$ cat src/rtl/ecp_pkg.sv
// Package: shared register addresses, control bit positions and the
// per-port command layout for the edge-capture port controller.
package ecp_pkg;

    localparam int NPORT        = 2;
    localparam int CTRL_SEL_BIT = 4;
    localparam int CTRL_IRQ_BIT = 5;

    typedef enum logic [2:0] {
        A_CTRL  = 3'd0,
        A_CMD   = 3'd1,
        A_RISE  = 3'd2,
        A_FALL  = 3'd3,
        A_ESTAT = 3'd4,
        A_DSTAT = 3'd5,
        A_DATA  = 3'd6
    } reg_addr_e;

    // Command register, bit 0 at the bottom.
    typedef struct packed {
        logic dav_en;     // bit 2
        logic ext_mode;   // bit 1
        logic edge_en;    // bit 0
    } cmd_t;

endpackage

$ cat src/rtl/ecp_sync.sv
// Module: ecp_sync
// Two-flop synchroniser for an N-bit bundle of asynchronous inputs.
// Assumes each bit is independent; no bus coherency is implied.
module ecp_sync #(
    parameter int N = 8
) (
    input  logic         clk,
    input  logic         rst_n,
    input  logic [N-1:0] d,
    output logic [N-1:0] q
);
    logic [N-1:0] meta_q;

    // Two register stages to settle metastability.
    always_ff @(posedge clk) begin
        if (!rst_n) begin
            meta_q <= '0;
            q      <= '0;
        end else begin
            meta_q <= d;
            q      <= meta_q;
        end
    end
endmodule

$ cat src/rtl/ecp_port.sv
// Module: ecp_port
// One input port: command register, sticky rising/falling edge registers
// with write-one-to-clear, data register in clocked or triggered mode,
// and the data-available flag. Assumes the write/read strobes are already
// decoded for this port by the top level.
module ecp_port
    import ecp_pkg::*;
#(
    parameter int W = 8
) (
    input  logic         clk,
    input  logic         rst_n,
    input  logic [W-1:0] pin,
    input  logic         ext,
    input  logic         cmd_we,
    input  logic [2:0]   cmd_wd,
    input  logic         rise_clr_we,
    input  logic         fall_clr_we,
    input  logic [W-1:0] clr_mask,
    input  logic         data_rd,
    output logic [2:0]   cmd_q,
    output logic [W-1:0] rise_q,
    output logic [W-1:0] fall_q,
    output logic [W-1:0] data_q,
    output logic         dav_q,
    output logic         intr
);
    localparam int SW = W + 1;

    logic [SW-1:0] sy;
    logic [SW-1:0] sy_d;
    logic [W-1:0]  pin_rise;
    logic [W-1:0]  pin_fall;
    logic          trig_fall;
    logic          dav_set;
    cmd_t          cmd;

    ecp_sync #(.N(SW)) u_sync (
        .clk   (clk),
        .rst_n (rst_n),
        .d     ({ext, pin}),
        .q     (sy)
    );

    assign cmd       = cmd_t'(cmd_q);
    assign pin_rise  = sy[W-1:0] & ~sy_d[W-1:0];
    assign pin_fall  = ~sy[W-1:0] & sy_d[W-1:0];
    assign trig_fall = ~sy[W] & sy_d[W];
    assign dav_set   = trig_fall & cmd.ext_mode & cmd.dav_en;
    assign intr      = cmd.edge_en & ((|rise_q) | (|fall_q));

    // Delayed copy of the synchronised inputs for edge detection.
    always_ff @(posedge clk) begin
        if (!rst_n) sy_d <= '0;
        else        sy_d <= sy;
    end

    // Command register write.
    always_ff @(posedge clk) begin
        if (!rst_n)      cmd_q <= '0;
        else if (cmd_we) cmd_q <= cmd_wd;
    end

    // Sticky edge registers: clear by mask, new edges win.
    always_ff @(posedge clk) begin
        if (!rst_n) begin
            rise_q <= '0;
            fall_q <= '0;
        end else begin
            rise_q <= (rise_q & ~(rise_clr_we ? clr_mask : '0)) | pin_rise;
            fall_q <= (fall_q & ~(fall_clr_we ? clr_mask : '0)) | pin_fall;
        end
    end

    // Data register: follow pins, or load on trigger falling edge.
    always_ff @(posedge clk) begin
        if (!rst_n)                         data_q <= '0;
        else if (!cmd.ext_mode || trig_fall) data_q <= sy[W-1:0];
    end

    // Data-available flag: set by trigger capture, cleared by data read.
    always_ff @(posedge clk) begin
        if (!rst_n)       dav_q <= 1'b0;
        else if (dav_set) dav_q <= 1'b1;
        else if (data_rd) dav_q <= 1'b0;
    end
endmodule

$ cat src/rtl/edge_capture_port.sv
// Module: edge_capture_port
// Top level: global control register (bank select, interrupt enable),
// address decode with banking onto two ecp_port instances, combinational
// read mux and gated system interrupt. Assumes W >= 6 so that the control
// bits fit the data word.
module edge_capture_port
    import ecp_pkg::*;
#(
    parameter int W = 8
) (
    input  logic         clk,
    input  logic         rst_n,
    input  logic         wr_en,
    input  logic         rd_en,
    input  logic [2:0]   addr,
    input  logic [W-1:0] wdata,
    output logic [W-1:0] rdata,
    input  logic [W-1:0] pin_a,
    input  logic [W-1:0] pin_b,
    input  logic [1:0]   ext,
    output logic [1:0]   intr,
    output logic         irq
);
    localparam int NP = NPORT;

    logic                 bank_sel;
    logic                 irq_en;
    logic [NP-1:0][W-1:0] pins;
    logic [NP-1:0][2:0]   cmd_q;
    logic [NP-1:0][W-1:0] rise_q;
    logic [NP-1:0][W-1:0] fall_q;
    logic [NP-1:0][W-1:0] data_q;
    logic [NP-1:0]        dav_q;

    assign pins[0] = pin_a;
    assign pins[1] = pin_b;

    // Global control register: bank select and interrupt enable.
    always_ff @(posedge clk) begin
        if (!rst_n) begin
            bank_sel <= 1'b0;
            irq_en   <= 1'b0;
        end else if (wr_en && addr == A_CTRL) begin
            bank_sel <= wdata[CTRL_SEL_BIT];
            irq_en   <= wdata[CTRL_IRQ_BIT];
        end
    end

    for (genvar p = 0; p < NP; p++) begin : g_port
        logic hit;
        assign hit = (bank_sel == 1'(p));

        ecp_port #(.W(W)) u_port (
            .clk         (clk),
            .rst_n       (rst_n),
            .pin         (pins[p]),
            .ext         (ext[p]),
            .cmd_we      (wr_en && hit && addr == A_CMD),
            .cmd_wd      (wdata[2:0]),
            .rise_clr_we (wr_en && hit && addr == A_RISE),
            .fall_clr_we (wr_en && hit && addr == A_FALL),
            .clr_mask    (wdata),
            .data_rd     (rd_en && hit && addr == A_DATA),
            .cmd_q       (cmd_q[p]),
            .rise_q      (rise_q[p]),
            .fall_q      (fall_q[p]),
            .data_q      (data_q[p]),
            .dav_q       (dav_q[p]),
            .intr        (intr[p])
        );
    end

    // Combinational read mux, banked by the select bit.
    always_comb begin
        rdata = '0;
        case (addr)
            A_CTRL: begin
                rdata[CTRL_SEL_BIT] = bank_sel;
                rdata[CTRL_IRQ_BIT] = irq_en;
            end
            A_CMD:   rdata[2:0]    = cmd_q[bank_sel];
            A_RISE:  rdata         = rise_q[bank_sel];
            A_FALL:  rdata         = fall_q[bank_sel];
            A_ESTAT: rdata[NP-1:0] = intr;
            A_DSTAT: rdata[NP-1:0] = dav_q;
            A_DATA:  rdata         = data_q[bank_sel];
            default: rdata         = '0;
        endcase
    end

    assign irq = irq_en & (|intr);
endmodule

$ cat config.mk
export PLATFORM = sky130hd
export DESIGN_NAME = edge_capture_port
export DESIGN_NICKNAME = d
export VERILOG_FILES = /design/src/rtl/ecp_pkg.sv /design/src/rtl/ecp_sync.sv /design/src/rtl/ecp_port.sv /design/src/rtl/edge_capture_port.sv
export SDC_FILE = /design/constraint.sdc
export NUM_CORES = 1
export LEC_CHECK = 0
export BUFFER_PORTS_ARGS = -buffer_cell sky130_fd_sc_hd__buf_2
export CAP_MARGIN = 20
export CORE_ASPECT_RATIO = 1.25
export CORE_MARGIN = 2
export CORE_UTILIZATION = 40
export DETAILED_ROUTE_END_ITERATION = 6
export PLACE_DENSITY = 0.7
export SYNTH_ARGS = -nofsm -noshare
export SYNTH_HDL_FRONTEND = slang
export SYNTH_SLANG_ARGS = --single-unit
$ cat constraint.sdc
create_clock -name clk -period 1.46 [get_ports clk]
set_clock_uncertainty 0.05 [all_clocks]
set_input_delay 0.292 -clock clk [delete_from_list [all_inputs] [get_ports clk]]
set_output_delay 0.292 -clock clk [all_outputs]
set_load 0.005 [all_outputs]
Word level (Yosys, flattened, before mapping)
Cells that the tools add are included.
Cells by class
  $lt $le $gt $ge: 1
  equality and inequality tests: 6
  muxes and demuxes: 21
  bitwise operators: 34
  reduce and logical (&&, ||, !) cells: 25
Operators with widths (number)
  8-bit two-way mux: 10
  8-bit AND: 8
  8-bit inverter: 8
  8-bit bitwise OR: 4
  8-bit OR reduction: 4
  1-bit logical AND: 13
  2-bit case mux with 6 select lines: 1
  1-bit AND: 9
  3-bit == test (second input constant): 3
  2-bit case mux with 4 select lines: 1
  3-bit by 2-bit == test with 1-bit output (second input constant): 2
  3-bit two-way mux: 2
  2-bit case mux with 3 select lines: 1
  1-bit two-way mux: 4
  1-bit case mux with 4 select lines: 1
  2-bit nonzero test: 2
  3-bit by 1-bit == test with 1-bit output (second input constant): 1
  3-bit logical NOT: 1
  1-bit inverter: 3
  1-bit case mux with 3 select lines: 1
  1-bit logical NOT: 2
  1-bit logical OR: 2
  1-bit by 2-bit < comparator with 1-bit output (second input constant): 1
  1-bit bitwise OR: 2
  2-bit OR reduction: 1
Storage, ports and cells
  bits of input ports: 33
  register bits after elaboration: 112
  word-level logic and storage cells: 105

Longest topological paths before layout
  depth after elaboration: 7
  depth in mapped cells: 6

By module
Synthesis repeated with hierarchy kept, for this count alone.
Second synthesis, totals
  cell total of the unflattened synthesis: 476
  area total of the unflattened synthesis: 4486.8 um^2
By module, submodules not included
  ecp_port: cells an instance 160, area each 1397.6 um^2, instances 2
  ecp_sync: cells an instance 37, area each 501.7 um^2, instances 2
  edge_capture_port: cells an instance 82, area each 688.2 um^2, instances 1

Worst setup path before layout
No wires, ideal clock.
  path type: reg-to-output
  start: register bank_sel
  end: output rdata[1]
  path slack: -0.134 ns
  cell stages (with the launch flop): 6
  data arrival time: 1.252 ns
  data required time: 1.118 ns
  path buffers: 2
  path through: dfxtp_1 -> buf_4 -> buf_4 -> mux2_2 -> a21oi_1 -> a21oi_1
On the way
  cells in the longest elaborated chain, start to end: 3
  elaborated cells between the ends (all ways): 9
  classes of those cells: mux (9)
Ends and longest elaborated chain
  start: declaration: line edge_capture_port.sv:26  | logic bank_sel;
  start signal: assignment: line edge_capture_port.sv:44  | bank_sel <= wdata[CTRL_SEL_BIT];
  8-bit two-way mux (not written as such) (tied with other cells) (2 in series): line edge_capture_port.sv:86  | A_DATA: rdata = data_q[bank_sel];
  2-bit case mux with 6 select lines *: line edge_capture_port.sv:76  | case (addr)
  end: declaration: line edge_capture_port.sv:17  | output logic [W-1:0] rdata,
Every way passes the cells marked *; elsewhere a longest branch is shown, timed or not. The select of a mux whose other input is x is not followed.

Worst setup path in the final report
  start: register bank_sel
  end: output rdata[2]
On the way
  cells in the longest elaborated chain, start to end: 3
  elaborated cells between the ends (all ways): 9
  classes of those cells: mux (9)
Ends and longest elaborated chain (line)
  8-bit two-way mux (not written as such) (tied with other cells) (2 in series): edge_capture_port.sv:86
  1-bit case mux with 4 select lines *: edge_capture_port.sv:76
Marks and branches as above.

==> impl_metrics.ini <==
[synthesis]
synth.net_count = 476
synthCells = 443
synth_edf_count = 0
synth-seq-cells = 112
mappedNetlistArea_sq_um = 4510
synth.distinct_cells = 34
syn_area_per_cell_sq_um = 10.2
seq_area_frac_synth = 0.498
ys.warnings.count = 0
synthArstFlopShare = 0
synth-main-ff-cell = dfxtp_1

[setup_path]
cp_cell_sequence = buf_12, mux4_2, a21oi_2, o22ai_1, buf_2
cp.depth = 5
cp.arrival_ps = 1670
worst-r2r-cell-count = 7
ff2ff_setup_slack_ps = -160
worst_setup_path_end_kind = output pin
cp_max_fo = 5
start_kind = flip-flop
path_class = reg2out
rr_startpoint = bank_sel
slowest_stage = mux4_2
setup.worst_path.start = bank_sel
cp_top_family = multiplexers
slowest_delay_ps = 490
path_buf_inv = 2
required_ps = 1120
r2r-end = g_port[1].u_port.cmd_q[0]
endpoint = rdata[2]

[sta]
fmax_mhz = 498
post-route-period-util = 1.38
slew_viol_final = 0
setup_slack_ps = -548
tightest_slew_ps = 517
rsz0062_at_grt = yes
final-hold-violation-count = 0
finalSetupViolCount = 30
relSlewSlack = 0.654
fin_crit_ps = 2010

[power]
p_per_area_nw_per_um2 = 1070
irDropWorstVdd_mv = 0.497
leakagePower_nw = 2.59
power_mw = 6.47

[global_route]
grt_max_degree = 113
grt_pass1_vias = 3403
grt_pass1_wl_mm = 17.8
overflow = 0
grtUsageTotal = 0.191
grt_antenna_before_repair = 0

[routing]
num_vias = 3539
wl_per_cell_microns = 17.0
drtIter0Drc = 274
drt_wl_total_mm = 11.6
drcViolationCount = 0
ant_nets = 0
drt_pass1_iterations = 5
vias_per_cell = 5.17

[placed_design]
place_hpwl_mm = 7.91
place_congestion = 1.01
pre_cts_ws_ps = -331
placed_area_sq_um = 5270
place.port_buffers = 43

[run_status]
status = finished with violations
violations = negative setup slack

[cells_and_area]
syn_to_final_growth_pct = 33.8
diodes = 0
layout-drive-gt1-share = 0.353
fin_nets = 577
design_area_sq_um = 6030

[floorplan]
coreArea_sq_um = 11000
rows = 43
initial_utilization = 0.409
dieArea_sq_um = 12100
fp.dieW_microns = 98.9
die_height_microns = 123
ios = 44

[clocking]
clock_sinks = 112
insertion_delay_ps = 340
htree_levels = 3
path_clk_slew_ps = 70
cts-root-buf = clkbuf_16
clockBufferDepth = 2
cts_made_buffers = 9
cts_tree = yes
cts_hold_buf = 0

[run]
max-cap-violations = 0

[hold_path]
min_path_type = in2reg
[sequential cells by signal, indices dropped and copies added, names as in the netlist]
signal / flops
g_port.u_port.sy_d: 18
g_port.u_port.u_sync.q: 18
bank_sel: 1
irq_en: 1
g_port.u_port.rise_q: 16
g_port.u_port.dav_q: 2
g_port.u_port.fall_q: 16
g_port.u_port.cmd_q: 6
g_port.u_port.data_q: 16
g_port.u_port.u_sync.meta_q: 18
[synthesized netlist by cell type, types with 2 or more instances]
library cell,instances,share of area
a211oi_1,2,0.0033
a21boi_0,33,0.055
a21oi_1,9,0.010
a41oi_1,2,0.0039
and2_1,57,0.079
and3_1,2,0.0028
buf_2,3,0.0033
buf_4,5,0.0083
clkbuf_1,14,0.012
dfxtp_1,112,0.50
inv_1,15,0.012
mux2_2,2,0.0050
mux2i_1,37,0.082
mux4_2,4,0.020
nand2_1,9,0.0075
nand2b_1,10,0.014
nand3_1,4,0.0044
nand4b_1,2,0.0039
nor2_1,6,0.0050
nor2b_1,49,0.068
nor3_1,3,0.0033
nor3_2,2,0.0044
nor4_1,8,0.011
o211ai_1,4,0.0067
o21a_1,25,0.042
o21ai_0,12,0.013
o21ai_2,2,0.0039
o221ai_1,2,0.0039
o22ai_1,2,0.0028
o2bb2ai_1,2,0.0039
[where the power goes]
| group | switching [mW] | total, mW | internal [mW] | leakage (nW) |
|---|---|---|---|---|
| Clock | 1.10 | 2.62 | 1.52 | 0.155 |
| Sequential | 0.0854 | 3.25 | 3.17 | 0.921 |
| Combinational | 0.279 | 0.599 | 0.320 | 1.52 |
| Total | 1.47 | 6.47 | 5.00 | 2.59 |
[worst register-to-register path, delay by kind of cell (launching register included)]
kind,cells,cell delay (ps)
flip-flops,1,400
multiplexers,1,130
buffers and inverters,4,390
AND/OR/NAND/NOR,2,560
[per-layer routing]
metal  vias up  GRT usage  wire [microns]  share of wire
met2       132      0.309            5570           0.48
met4         0      0.110             601          0.052
met1      1656      0.231            4770           0.41
met5         -          0               0              0
met3        38     0.0473             680          0.059
li1       1713          -               -              -
[repair_timing]
action | CTS | global route
pin swaps | 18 | 35
endpoints found under the setup margin | 39 | 41
hold endpoints to repair | 0 | 0
buffers inserted | 7 | 1
resized for setup | 55 | 57
[cell type report]
cell class	instances	area, sq um
Sequential cell	112	2260
Clock buffer	10	229
Clock inverter	6	92.6
Inverter	16	65.1
Tap cell	135	169
Multi-Input combinational cell	292	2390
Fill cell	927	5000
Timing Repair Buffer	113	827
[layout by cell type, fill, tap and decap left out, drive strengths merged]
cell / instances
bufinv: 2
nand4b: 2
dfxtp: 112
o221ai: 2
mux4: 4
clkinvlp: 1
a41oi: 2
o22ai: 2
buf: 113
mux2i: 37
nand3: 4
clkbuf: 10
a21oi: 9
nor3: 5
and3: 2
o2bb2ai: 2
nand2: 9
nor4: 8
o21a: 25
a21boi: 33
clkinv: 2
mux2: 2
or3: 1
nand2b: 11
and2: 57
a211oi: 2
o21ai: 14
nor2: 6
nor2b: 49
inv: 17
o211ai: 4
[metrics by stage]
step                      hold slack, ps  TNS [ps]  utilization  std cells
after detailed placement             363     -8010        0.478        661
after global routing                89.0     -8620        0.547        684
after CTS                           82.8     -7890        0.531        684
after floorplan                      356      -121            -        443
after global placement               362     -7290        0.478        661
final                               96.1     -7120        0.547        684
[worst min-delay path by stage]
stage / cells past startpoint / from / to
finish: 2 / pin_b[7] / g_port[1].u_port.u_sync.meta_q[7]
global route: 2 / pin_a[7] / g_port[0].u_port.u_sync.meta_q[7]
CTS: 2 / pin_a[4] / g_port[0].u_port.u_sync.meta_q[4]
detailed placement: 1 / g_port[1].u_port.u_sync.meta_q[7] / g_port[1].u_port.u_sync.q[7]
global placement: 1 / g_port[1].u_port.u_sync.meta_q[7] / g_port[1].u_port.u_sync.q[7]
floorplan: 1 / g_port[1].u_port.u_sync.meta_q[7] / g_port[1].u_port.u_sync.q[7]
[kinds of logic after synthesis]
logic type | count (synthesis) | synth area share
compound gates | 95 | 0.148
mux | 43 | 0.107
flops | 112 | 0.498
buf+inv | 39 | 0.0391
simple gates | 154 | 0.208
(Power assumes the default switching activity.)
